===== config.mk =====
export PLATFORM = sky130hd
export DESIGN_NAME = alu8_core
export DESIGN_NICKNAME = d
export VERILOG_FILES = /design/src/rtl/alu8_pkg.sv /design/src/rtl/alu8_ripple_add.sv /design/src/rtl/alu8_bitwise.sv /design/src/rtl/alu8_shift1.sv /design/src/rtl/alu8_core.sv
export SDC_FILE = /design/constraint.sdc
export NUM_CORES = 1
export LEC_CHECK = 0
export ABC_AREA = 1
export BUFFER_PORTS_ARGS = -buffer_cell sky130_fd_sc_hd__buf_2
export CELL_PAD_IN_SITES_DETAIL_PLACEMENT = 0
export CELL_PAD_IN_SITES_GLOBAL_PLACEMENT = 1
export CORE_MARGIN = 8
export CORE_UTILIZATION = 41
export DETAILED_ROUTE_END_ITERATION = 8
export GPL_TIMING_DRIVEN = 0
export PLACE_DENSITY_LB_ADDON = 0.08
export SETUP_SLACK_MARGIN = 0.05
export SYNTH_ARGS = -nofsm -noshare
export SYNTH_HDL_FRONTEND = slang
export SYNTH_HIERARCHICAL = 1
export SYNTH_SLANG_ARGS = --single-unit
export TNS_END_PERCENT = 20

===== constraint.sdc =====
create_clock -name vclk -period 6.7
set_input_delay 1.005 -clock vclk [all_inputs]
set_output_delay 1.005 -clock vclk [all_outputs]
set_load 0.02 [all_outputs]

===== src/rtl/alu8_pkg.sv =====
package alu8_pkg;
  typedef enum logic [2:0] {
    OP_ADD = 3'b000,
    OP_SUB = 3'b001,
    OP_AND = 3'b010,
    OP_OR  = 3'b011,
    OP_XOR = 3'b100,
    OP_NOT = 3'b101,
    OP_SHL = 3'b110,
    OP_SHR = 3'b111
  } alu_op_e;
endpackage


===== src/rtl/alu8_ripple_add.sv =====
// Ripple carry adder; exposes the carry into and out of the top bit.
module alu8_ripple_add #(
  parameter int W = 8
) (
  input  logic [W-1:0] a_in,
  input  logic [W-1:0] b_in,
  input  logic         c_in,
  output logic [W-1:0] sum,
  output logic         c_top_in,
  output logic         c_out
);
  logic [W:0] chain;
  assign chain[0] = c_in;

  for (genvar i = 0; i < W; i++) begin : g_bit
    assign sum[i]     = a_in[i] ^ b_in[i] ^ chain[i];
    assign chain[i+1] = (a_in[i] & b_in[i]) | (chain[i] & (a_in[i] ^ b_in[i]));
  end

  assign c_top_in = chain[W-1];
  assign c_out    = chain[W];
endmodule


===== src/rtl/alu8_bitwise.sv =====
// Bitwise logic section: AND, OR, XOR and complement of A.
module alu8_bitwise #(
  parameter int W = 8
) (
  input  logic [1:0]   sel,
  input  logic [W-1:0] a_in,
  input  logic [W-1:0] b_in,
  output logic [W-1:0] y
);
  for (genvar i = 0; i < W; i++) begin : g_bit
    always_comb begin
      unique case (sel)
        2'd0:    y[i] = a_in[i] & b_in[i];
        2'd1:    y[i] = a_in[i] | b_in[i];
        2'd2:    y[i] = a_in[i] ^ b_in[i];
        default: y[i] = ~a_in[i];
      endcase
    end
  end
endmodule


===== src/rtl/alu8_shift1.sv =====
// One-place logical shift; direction chosen by parameter.
module alu8_shift1 #(
  parameter int W       = 8,
  parameter bit TO_LEFT = 1'b1
) (
  input  logic [W-1:0] a_in,
  output logic [W-1:0] y,
  output logic         out_bit
);
  if (TO_LEFT) begin : g_left
    assign y       = {a_in[W-2:0], 1'b0};
    assign out_bit = a_in[W-1];
  end else begin : g_right
    assign y       = {1'b0, a_in[W-1:1]};
    assign out_bit = a_in[0];
  end
endmodule


===== src/rtl/alu8_core.sv =====
module alu8_core #(
  parameter int W = 8
) (
  input  logic [2:0]   op_sel,
  input  logic [W-1:0] opnd_a,
  input  logic [W-1:0] opnd_b,
  output logic [W-1:0] result,
  output logic         flag_zero,
  output logic         flag_neg,
  output logic         flag_carry,
  output logic         flag_ovf
);
  import alu8_pkg::*;

  alu_op_e op;
  assign op = alu_op_e'(op_sel);

  // Shared adder: subtract as A + ~B + 1
  logic           is_sub;
  logic [W-1:0]   b_eff;
  logic [W-1:0]   sum;
  logic           c_top_in, c_out;
  assign is_sub = (op == OP_SUB);
  assign b_eff  = is_sub ? ~opnd_b : opnd_b;

  alu8_ripple_add #(.W(W)) u_add (
    .a_in(opnd_a), .b_in(b_eff), .c_in(is_sub),
    .sum(sum), .c_top_in(c_top_in), .c_out(c_out)
  );

  logic [W-1:0] logic_y;
  alu8_bitwise #(.W(W)) u_bit (
    .sel(op_sel[1:0] - 2'd2), .a_in(opnd_a), .b_in(opnd_b), .y(logic_y)
  );

  logic [W-1:0] shl_y, shr_y;
  logic         shl_out, shr_out;
  alu8_shift1 #(.W(W), .TO_LEFT(1'b1)) u_shl (.a_in(opnd_a), .y(shl_y), .out_bit(shl_out));
  alu8_shift1 #(.W(W), .TO_LEFT(1'b0)) u_shr (.a_in(opnd_a), .y(shr_y), .out_bit(shr_out));

  always_comb begin
    result     = '0;
    flag_carry = 1'b0;
    flag_ovf   = 1'b0;
    unique case (op)
      OP_ADD: begin result = sum;   flag_carry = c_out;  flag_ovf = c_top_in ^ c_out; end
      OP_SUB: begin result = sum;   flag_carry = ~c_out; flag_ovf = c_top_in ^ c_out; end
      OP_SHL: begin result = shl_y; flag_carry = shl_out; end
      OP_SHR: begin result = shr_y; flag_carry = shr_out; end
      default: result = logic_y;
    endcase
  end

  assign flag_zero = ~|result;
  assign flag_neg  = result[W-1];

  // Checks against operand-level arithmetic
  always_comb begin
    if (op == OP_ADD) begin
      a_r1_add_sum: assert ({flag_carry, result} == {1'b0, opnd_a} + {1'b0, opnd_b});
      a_r4_add_ovf: assert (flag_ovf == ((opnd_a[W-1] == opnd_b[W-1]) && (result[W-1] != opnd_a[W-1])));
    end
    if (op == OP_SUB) begin
      a_r3_borrow:  assert (flag_carry == (opnd_a < opnd_b));
      a_r2_sub:     assert (result == opnd_a - opnd_b);
      a_r4_sub_ovf: assert (flag_ovf == ((opnd_a[W-1] != opnd_b[W-1]) && (result[W-1] != opnd_a[W-1])));
    end
    if (op inside {OP_AND, OP_OR, OP_XOR, OP_NOT})
      a_r9_no_cv: assert (!flag_carry && !flag_ovf);
    if (op == OP_SHL)
      a_r7_shl: assert ({flag_carry, result} == {opnd_a, 1'b0} && !flag_ovf);
    if (op == OP_SHR)
      a_r8_shr: assert ({result, flag_carry} == {1'b0, opnd_a} && !flag_ovf);
    a_r10_zero: assert (flag_zero == (result == '0));
  end
endmodule


======== Word-level counts from Yosys, hierarchy flattened ========
Index checks and enable logic that the tools add are counted.
word-level totals
  flip-flop bits (word level) ............. 0
  ROM bits ................................ 0
  latch bits .............................. 0
  memory bits (writable) .................. 0
  memories ................................ 0
operators by class
  add/sub/neg operators ................... 1
  $lt $le $gt $ge ......................... 0
  reductions and logical operators ........ 5
  equality and inequality tests ........... 5
  bitwise logic cells ..................... 75
  multipliers ............................. 0
  shift operators ......................... 0
  divide/modulo/power cells ............... 0
  multiplexer cells ....................... 12
operators by type and width
  kind                 count
  $xor 1x1->1          25
  $and 1x1->1          24
  $pmux 1 s3           8
  $pmux 8 s3           1
  $or 1x1->1           16
  $not 1->1            9
  $mux 8               1
  $not 8->8            1
  $reduce_or 8->1      1
  $eq 3x3->1 const B   2
  $pmux 1 s4           1
  $eq 3x1->1 const B   1
  $logic_not 3->1      1
  $eq 2x1->1 const B   1
  $eq 2x2->1 const B   1
  $logic_not 2->1      1
  $reduce_or 2->1      1
  $sub 2x2->2 const B  1
  $logic_not 1->1      1
  $mux 1               1

======== Longest topological paths before layout ========
Gate-level depths: netlist (run 1).
  depth in word-level cells ............... 21
  mapped depth ............................ 24

======== By module ========
The synthesis (run 1) kept the hierarchy.
modules (own cells, without submodules)
  module           cells each  area an instance (um^2)  instances
  alu8_core        109         595.6                    1
  alu8_bitwise     86          560.5                    1
  alu8_ripple_add  18          197.7                    1
  alu8_shift1      10          71.3                     2

======== Least setup slack after synthesis (run 1) ========
No wires, ideal clock.
  path kind ............................... in2out
  start ................................... input op_sel[1]
  end ..................................... output flag_zero
  arrival ................................. 5.007 ns
  stages on the path ...................... 24
  data required time ...................... 5.695 ns
  slack ................................... 0.688 ns
  cells stage by stage .................... buf_6 > inv_2 > nand3_2 > buf_6 > xnor2_1 > fa_1 > inv_1 > fa_1 > inv_1 > fa_1 > fa_1 > fa_1 > fa_1 > inv_1 > fa_1 > inv_1 > fa_1 > a21oi_1 > nand3_1 > nand2_1 > nand2_1 > inv_1 > nand2_1 > nor2_2
between the ends
  longest elaborated chain between the ends .. 21
  elaborated cells between the ends (all ways) .. 58
RTL lines
  item                 line                   text
  from (decl)          alu8_core.sv:4         input logic [2:0] op_sel,
  $eq 3x1->1 (*)       alu8_core.sv:23        assign is_sub = (op == OP_SUB);
  $mux 8 (*)           alu8_core.sv:24        assign b_eff = is_sub ? ~opnd_b : opnd_b;
  named net b_eff[0]   alu8_core.sv:20        logic [W-1:0] b_eff;
  $xor 1x1->1          alu8_ripple_add.sv:17  assign chain[i+1] = (a_in[i] & b_in[i]) | (chain[i] & (a_in[i] ^ b_in[i]));
  $and 1x1->1          alu8_ripple_add.sv:17
  $or 1x1->1 (*)       alu8_ripple_add.sv:17
  $and 1x1->1 (*)      alu8_ripple_add.sv:17
  $or 1x1->1 (*)       alu8_ripple_add.sv:17
  [... 8 more ...]     --
  $and 1x1->1 (*)      alu8_ripple_add.sv:17
  $or 1x1->1 (*)       alu8_ripple_add.sv:17
  named net c_top_in   alu8_core.sv:22        logic c_top_in, c_out;
  $xor 1x1->1 (*)      alu8_ripple_add.sv:16  assign sum[i] = a_in[i] ^ b_in[i] ^ chain[i];
  named net sum[7]     alu8_core.sv:21        logic [W-1:0] sum;
  $pmux 8 s3 (*)       alu8_core.sv:45        unique case (op)
  $reduce_or 8->1 (*)  alu8_core.sv:54        assign flag_zero = ~|result;
  $logic_not 1->1 (*)  alu8_core.sv:54
  to (decl)            alu8_core.sv:8         output logic flag_zero,
The timed path passes the listed nets; every way through them passes the cells marked *.

======== Final worst setup path (run 1) ========
Ends and elaborated chain as after synthesis.

==> results of run 1 <==
per-stage QoR:
stage | util (%) | std cells | setup slack, ns | total power, uW
after floorplan | - | 233 | 0.6880 | 103.5
after global placement | 47.55 | 310 | 0.3902 | 142.7
after detailed placement | 47.55 | 310 | 0.3960 | 143.1
after CTS | 47.55 | 310 | 0.3904 | 143.7
after global routing | 47.55 | 310 | 0.1300 | 164.4
final | 47.55 | 310 | 0.4290 | 142.0
area by class of cell:
| type | instances | area, sq um |
|---|---|---|
| timing repair buffer | 29 | 145.1 |
| tap | 48 | 60.06 |
| buffer | 31 | 262.8 |
| multi-input combinational | 143 | 1005 |
| inverter | 59 | 229.0 |
| fill | 426 | 1877 |
cell usage after synthesis (all sizes together):
library cell	number
nor3	1
nand2	40
nor2	6
xnor2	8
inv	59
ha	17
fa	8
buf	31
a21oi	9
conb	2
a31oi	1
nand4	26
nand3	25
power by group:
part	total, uW	switching [uW]	internal (uW)
logic	142	84.1	57.9
clock network	0	0	0
registers	0	0	0
total	142	84.1	57.9
cell families after synthesis:
logic type	count (synthesis)	share of synthesized area [%]
other	2	0.5019
buffers and inverters	90	32.86
AND/OR/NAND/NOR	98	33.36
adder cells (fa/ha/maj)	25	24.92
XOR/XNOR	8	4.682
AO/OA/AOI/OAI	10	3.679
path summary, 6_finish.rpt:
path	start	end
worst min-delay path	op_sel[1]	flag_carry
worst max-delay path	op_sel[1]	flag_zero
routing by layer:
layer | vias to the layer above | GRT usage [%]
li1 | 767 | -
met1 | 666 | 18.56
met2 | 34 | 21.77
met3 | 0 | 1.533
met4 | 0 | 0.5769
met5 | - | 0
==> results.yml, run 1 <==
route:
  detailedRoute.firstPassIterationCount: 4
  detail_route.vias_per_cell: 4.732
  routed_length_per_placed_instance_microns: 11.87
  dr_total_vias: 1467
  met3_length_microns: 190
  met2WireLength_microns: 1593
  final_antenna_net_count: 0
  finalWirelength_microns: 3679
  routedLengthMet1_microns: 1895
  drt_iter0_drc: 76
  detail_route.drc_violations: 0
  topRoutingLayerUsed: "met3"
die:
  io_count: 31
  start_util_pct: 41.82
  std_cell_rows: 22
  placeableCoreArea_sq_mm: 0.003578
  die_width_microns: 76.42
  die_height_microns: 76.42
  die_area_sq_mm: 0.005839
worst_setup_path:
  worst-path-buf-inv: 9
  worstPathMaxFanout: 10
  critical_path_required_ns: 5.69
  critPathCaptureType: "output pin"
  critPathArrivalTime_ns: 5.27
  worst_path_class_setup: "input pin to output pin"
  worstSetupStartpointType: "input pin"
  critical-path-max-stage-delay_ns: 0.47
  path_common_cell: "fa_1"
  critical_path_cell_count: 25
  cpMaxStageDelayCell: "fa_1"
  crit_family: "adder cells"
synthesis:
  post_synth_num_cell_types: 23
  syn_area_per_cell_sq_um: 6.422
  syn_inst: 233
  synth.area.top_cells: "ha_1, inv_1, nand4_1, fa_1, buf_4"
  synth.cell_area_sq_mm: 0.001496
  yosysTopAreaCell: "ha_1"
  synthesis.yosys.warnings: 6
  synth-seq-area-share_pct: 0
  post-synth-top-area-fraction_pct: 14.21
  mappedNetlistNets: 277
layout:
  num-nets-final: 308
  seq_cell_count: 0
  final_common_cell: "inv_1"
  antenna_cells: 0
  flow.area_growth_from_synthesis_pct: 13.71
  layout-drive-gt1-share_pct: 26.72
  finish.instance_area_sq_mm: 0.001702
  seqCellArea_sq_um: 0
  final_layout_clock_buffer_total: 0
  layout_common_cells: "inv_1, nand2_1, buf_2"
sta:
  finalCriticalPeriod_ns: 6.271
  setup_total_negative_slack_ns: 0
  post-route-period-util_pct: 93.60
  timing.final.max_slew_violations: 0
  grt_setup_unrepaired: "false"
  achievable-frequency_mhz: 159.5
  fin_worst_hold_slack_ns: 2.508
  timing_hold_violations_final: 0
  final_count_of_negative_setup_slack_endpoints: 0
grt:
  globalRouteTotalUtil_pct: 13.20
  grt_start_max_net_pins: 11
  wire_length_of_the_first_global_routing_pass_microns: 6789
  globalRoute.totalOverflow: 0
  first_global_vias: 1498
  number_of_antenna_violations_at_the_first_check_in_global_routing: 0
placement:
  dpl-instance-area_sq_mm: 0.001702
  placement.io_buffers: 29
  gp_congestion: 0.8437
  dp.final_hpwl_microns: 3048
hold_path:
  hold_path_depth: 4
  min_path_type: "input pin to output pin"
clocking:
  postCtsHoldBufs: 0
  postCtsSetupBuffers: 0
  post_cts_resize_count: 0
power:
  ir_drop_v: 0.00002163
  power_density_mw_per_mm2: 83.42
  static-leakage-power_uw: 0.001006
outcome:
  status: "completed"
job:
  timing.max_cap.violations: 0
(Power assumes the default switching activity.)
==> run 2, diff against run 1 <==
--- a/config.mk
+++ b/config.mk
@@ -6,8 +6,9 @@
 export NUM_CORES = 1
 export LEC_CHECK = 0
 export ABC_AREA = 1
+export ABC_CLOCK_PERIOD_IN_PS = 6700
 export BUFFER_PORTS_ARGS = -buffer_cell sky130_fd_sc_hd__buf_2
-export CELL_PAD_IN_SITES_DETAIL_PLACEMENT = 0
+export CELL_PAD_IN_SITES_DETAIL_PLACEMENT = 1
 export CELL_PAD_IN_SITES_GLOBAL_PLACEMENT = 1
 export CORE_MARGIN = 8
 export CORE_UTILIZATION = 41
==> run 2 against run 1 <==
Compared with the run above: final area unchanged; critical path depth unchanged; core utilization unchanged; fmax fell by 0.82%; critical endpoint unchanged.
==> results.yml, run 2 (synthesis results as in run 1) <==
layout:
  seqCellArea_sq_um: 0
  antenna_cells: 0
  num-nets-final: 308
  final_common_cell: "inv_1"
  seq_cell_count: 0
  flow.area_growth_from_synthesis_pct: 13.71
  layout-drive-gt1-share_pct: 26.72
  layout.cells.non_filler: 310
  layout_common_cells: "inv_1, nand2_1, buf_2"
  final_layout_clock_buffer_total: 0
worst_setup_path:
  critPathArrivalTime_ns: 5.32
  critical_path_required_ns: 5.69
  worst_path_class_setup: "input pin to output pin"
  cpMaxStageDelayCell: "fa_1"
  setup_crit_start: "op_sel[1]"
  worstPathMaxFanout: 10
  worstSetupStartpointType: "input pin"
  worstSetupEndpoint: "flag_zero"
  critical-path-max-stage-delay_ns: 0.47
  critPathCaptureType: "output pin"
  path_common_cell: "fa_1"
power:
  p_total_uw: 144.8
  ir_drop_v: 0.00002192
  static-leakage-power_uw: 0.001006
  power_density_mw_per_mm2: 85.08
die:
  start_util_pct: 41.82
  std_cell_rows: 22
  io_count: 31
  die_width_microns: 76.42
  placeableCoreArea_sq_mm: 0.003578
  die_height_microns: 76.42
  die_area_sq_mm: 0.005839
hold_path:
  min_path_type: "input pin to output pin"
  worst_hold_startpoint: "op_sel[1]"
route:
  dr_total_vias: 1445
  detail_route.vias_per_cell: 4.661
  finalWirelength_microns: 4054
  final_antenna_net_count: 0
  drt_iter0_drc: 64
  routed_length_per_placed_instance_microns: 13.08
  detailedRoute.firstPassIterationCount: 4
  detail_route.drc_violations: 0
sta:
  setup_total_negative_slack_ns: 0
  grt_setup_unrepaired: "false"
  timing_hold_violations_final: 0
  final_count_of_negative_setup_slack_endpoints: 0
  timing.final.max_slew_violations: 0
  post-route-period-util_pct: 94.37
  achievable-frequency_mhz: 158.2
  finalCriticalPeriod_ns: 6.323
  fin_worst_hold_slack_ns: 2.496
clocking:
  postCtsHoldBufs: 0
  postCtsSetupBuffers: 0
  post_cts_resize_count: 0
grt:
  first_global_vias: 1584
  globalRouteTotalUtil_pct: 14.44
  number_of_antenna_violations_at_the_first_check_in_global_routing: 0
  globalRoute.totalOverflow: 0
  wire_length_of_the_first_global_routing_pass_microns: 7417
  grt_start_max_net_pins: 11
placement:
  gp_congestion: 0.8437
  placement.io_buffers: 29
  dp.final_hpwl_microns: 3370
  place.detailed.instances: 310
job:
  timing.max_cap.violations: 0
outcome:
  status: "completed"
[run 2: how the worst min path moves through the flow]
stage,endpoint,depth (start not counted),slack [ns]
2_1_floorplan,flag_carry,3,2.30
3_3_place_gp,flag_carry,4,2.51
3_5_place_dp,flag_carry,4,2.50
4_1_cts,flag_carry,4,2.50
5_1_grt,flag_carry,4,2.54
6_report,flag_carry,4,2.50
[run 2: through the flow]
| step | setup WS [ns] | utilization, % | instance area, sq um |
|---|---|---|---|
| after floorplan | 0.6880 | - | 1496 |
| after global placement | 0.3902 | 47.55 | 1702 |
| after detailed placement | 0.3403 | 47.55 | 1702 |
| after CTS | 0.3358 | 47.55 | 1702 |
| after global routing | 0.08156 | 47.55 | 1702 |
| final | 0.3771 | 47.55 | 1702 |
[run 2: area by class of cell]
type,count,area [sq um]
fillers,516,1877
multi-input cells,143,1005
plain buffers,31,262.8
inverters,59,229.0
repair buffers,29,145.1
well taps,48,60.06
[run 2: routing by layer]
layer	GRT usage, %	up-vias	wire [microns]
li1	-	767	-
met1	20.00	659	2127
met2	24.68	19	1809
met3	1.415	0	117
met4	0	0	0
met5	0	-	0
[run 2: worst max-delay path: cells and delay by family]
| family | cells | cell delay, ns |
|---|---|---|
| buffers and inverters | 9 | 0.86 |
| adder cells (fa/ha/maj) | 8 | 2.74 |
| XOR/XNOR | 1 | 0.15 |
| AO/OA/AOI/OAI | 1 | 0.16 |
| AND/OR/NAND/NOR | 6 | 0.41 |
[run 2: report_power, final]
part	internal [uW]	switching [uW]
sequential	0	0
combinational	58.4	86.4
clock	0	0
==> run 3, diff against run 2 <==
--- a/config.mk
+++ b/config.mk
@@ -11,7 +11,7 @@
 export CELL_PAD_IN_SITES_DETAIL_PLACEMENT = 1
 export CELL_PAD_IN_SITES_GLOBAL_PLACEMENT = 1
 export CORE_MARGIN = 8
-export CORE_UTILIZATION = 41
+export CORE_UTILIZATION = 39
 export DETAILED_ROUTE_END_ITERATION = 8
 export GPL_TIMING_DRIVEN = 0
 export PLACE_DENSITY_LB_ADDON = 0.08
==> run 3 against run 2 <==
Compared with the run above: setup slack got worse by 0.041 ns; clock-buffer cell count unchanged; via count increased by 0.55%; first-iteration DRC count decreased by 19%; cell count unchanged; die area increased by 4.0%; final area increased by 0.15%; critical path depth unchanged; worst hold slack got worse by 0.0030 ns; non-clock buffer count unchanged; core utilization decreased by 1.4 points; global-route usage decreased by 0.85 points.
==> results.yml, run 3 (synthesis results as in run 1) <==
outcome:
  status: "completed"
sta:
  finalCriticalPeriod_ns: 6.364
  timing.final.max_slew_violations: 0
  post-route-period-util_pct: 94.99
  achievable-frequency_mhz: 157.1
  timing_hold_violations_final: 0
  grt_setup_unrepaired: "false"
  setup_total_negative_slack_ns: 0
  final_count_of_negative_setup_slack_endpoints: 0
  fin_worst_hold_slack_ns: 2.493
grt:
  wire_length_of_the_first_global_routing_pass_microns: 7141
  number_of_antenna_violations_at_the_first_check_in_global_routing: 0
  grt_start_max_net_pins: 11
  first_global_vias: 1506
  globalRoute.totalOverflow: 0
  globalRouteTotalUtil_pct: 13.59
die:
  std_cell_rows: 22
  placeableCoreArea_sq_mm: 0.003689
  die_width_microns: 77.95
  die_height_microns: 77.95
  start_util_pct: 40.57
  die_area_sq_mm: 0.006075
  io_count: 31
job:
  timing.max_cap.violations: 0
layout:
  fin_util_pct: 46.20
  flow.area_growth_from_synthesis_pct: 13.88
  fillers: 547
  seqCellArea_sq_um: 0
  finish.instance_area_sq_mm: 0.001704
  layout-drive-gt1-share_pct: 26.72
  final_common_cell: "inv_1"
  antenna_cells: 0
  num-nets-final: 308
  layout_common_cells: "inv_1, nand2_1, buf_2"
  seq_cell_count: 0
  final_layout_clock_buffer_total: 0
worst_setup_path:
  critical_path_required_ns: 5.69
  worst_path_class_setup: "input pin to output pin"
  worstPathMaxFanout: 10
  critPathArrivalTime_ns: 5.36
  path_common_cell: "fa_1"
  critPathCaptureType: "output pin"
  worstSetupStartpointType: "input pin"
  setup_crit_start: "op_sel[1]"
  critical-path-max-stage-delay_ns: 0.47
  cpMaxStageDelayCell: "fa_1"
placement:
  dpl-instance-area_sq_mm: 0.001702
  placement.io_buffers: 29
  gp_congestion: 0.7548
  dp.final_hpwl_microns: 3543
route:
  detail_route.drc_violations: 0
  drt_iter0_drc: 52
  finalWirelength_microns: 4230
  detailedRoute.firstPassIterationCount: 4
  dr_total_vias: 1453
  routed_length_per_placed_instance_microns: 13.65
  final_antenna_net_count: 0
  detail_route.vias_per_cell: 4.687
power:
  static-leakage-power_uw: 0.001006
  ir_drop_v: 0.00001908
  power_density_mw_per_mm2: 85.37
hold_path:
  min_path_type: "input pin to output pin"
  worst_hold_startpoint: "op_sel[1]"
## run 3: cell counts in the layout (fill, tap and decap cells not counted)
Identical to the previous run, type by type.
## run 3: layout make-up
type | instances | area, sq um | share of cell area (%)
timing repair buffer | 29 | 147.6 | 8.664
tap | 48 | 60.06 | 3.524
buffer | 31 | 262.8 | 15.42
inverter | 59 | 229.0 | 13.44
multi-input combinational | 143 | 1005 | 58.96
## run 3: worst max-delay path, delay by kind of cell
family,cells,cell delay [ns]
adder cells (fa/ha/maj),8,2.73
AND/OR/NAND/NOR,6,0.43
XOR/XNOR,1,0.17
buffers and inverters,9,0.85
AO/OA/AOI/OAI,1,0.15
## run 3: repair_timing
item                       in CTS  in global routing
hold buffers                    0                  0
setup endpoints to repair       0                  1
setup buffers                   0                  0
resized for setup               0                  1
## run 3: where the power goes
part	internal [uW]	switching, uW
clock network	0	0
logic	58.1	87.4
registers	0	0
total	58.1	87.4
## run 3: worst paths after layout
path	slack, ns	to	cells past startpoint
max	0.34	flag_zero	25
min	2.49	flag_carry	4
## run 3: metrics by stage
stage	instances	total power [uW]	setup WS, ns
finish	310	145.5	0.3357
global route	310	164.7	0.05510
CTS	310	147.8	0.2827
detailed placement	310	147.3	0.2895
global placement	310	142.9	0.3740
floorplan	233	103.5	0.6880
## run 3: layer usage
layer	part of all wire [%]	wire length, microns	GRT usage, %	vias up
met3	3.5	148	1.613	0
met4	0	0	0	0
met5	0	0	0	-
li1	-	-	-	767
met1	52	2185	19.00	668
met2	45	1897	22.97	18
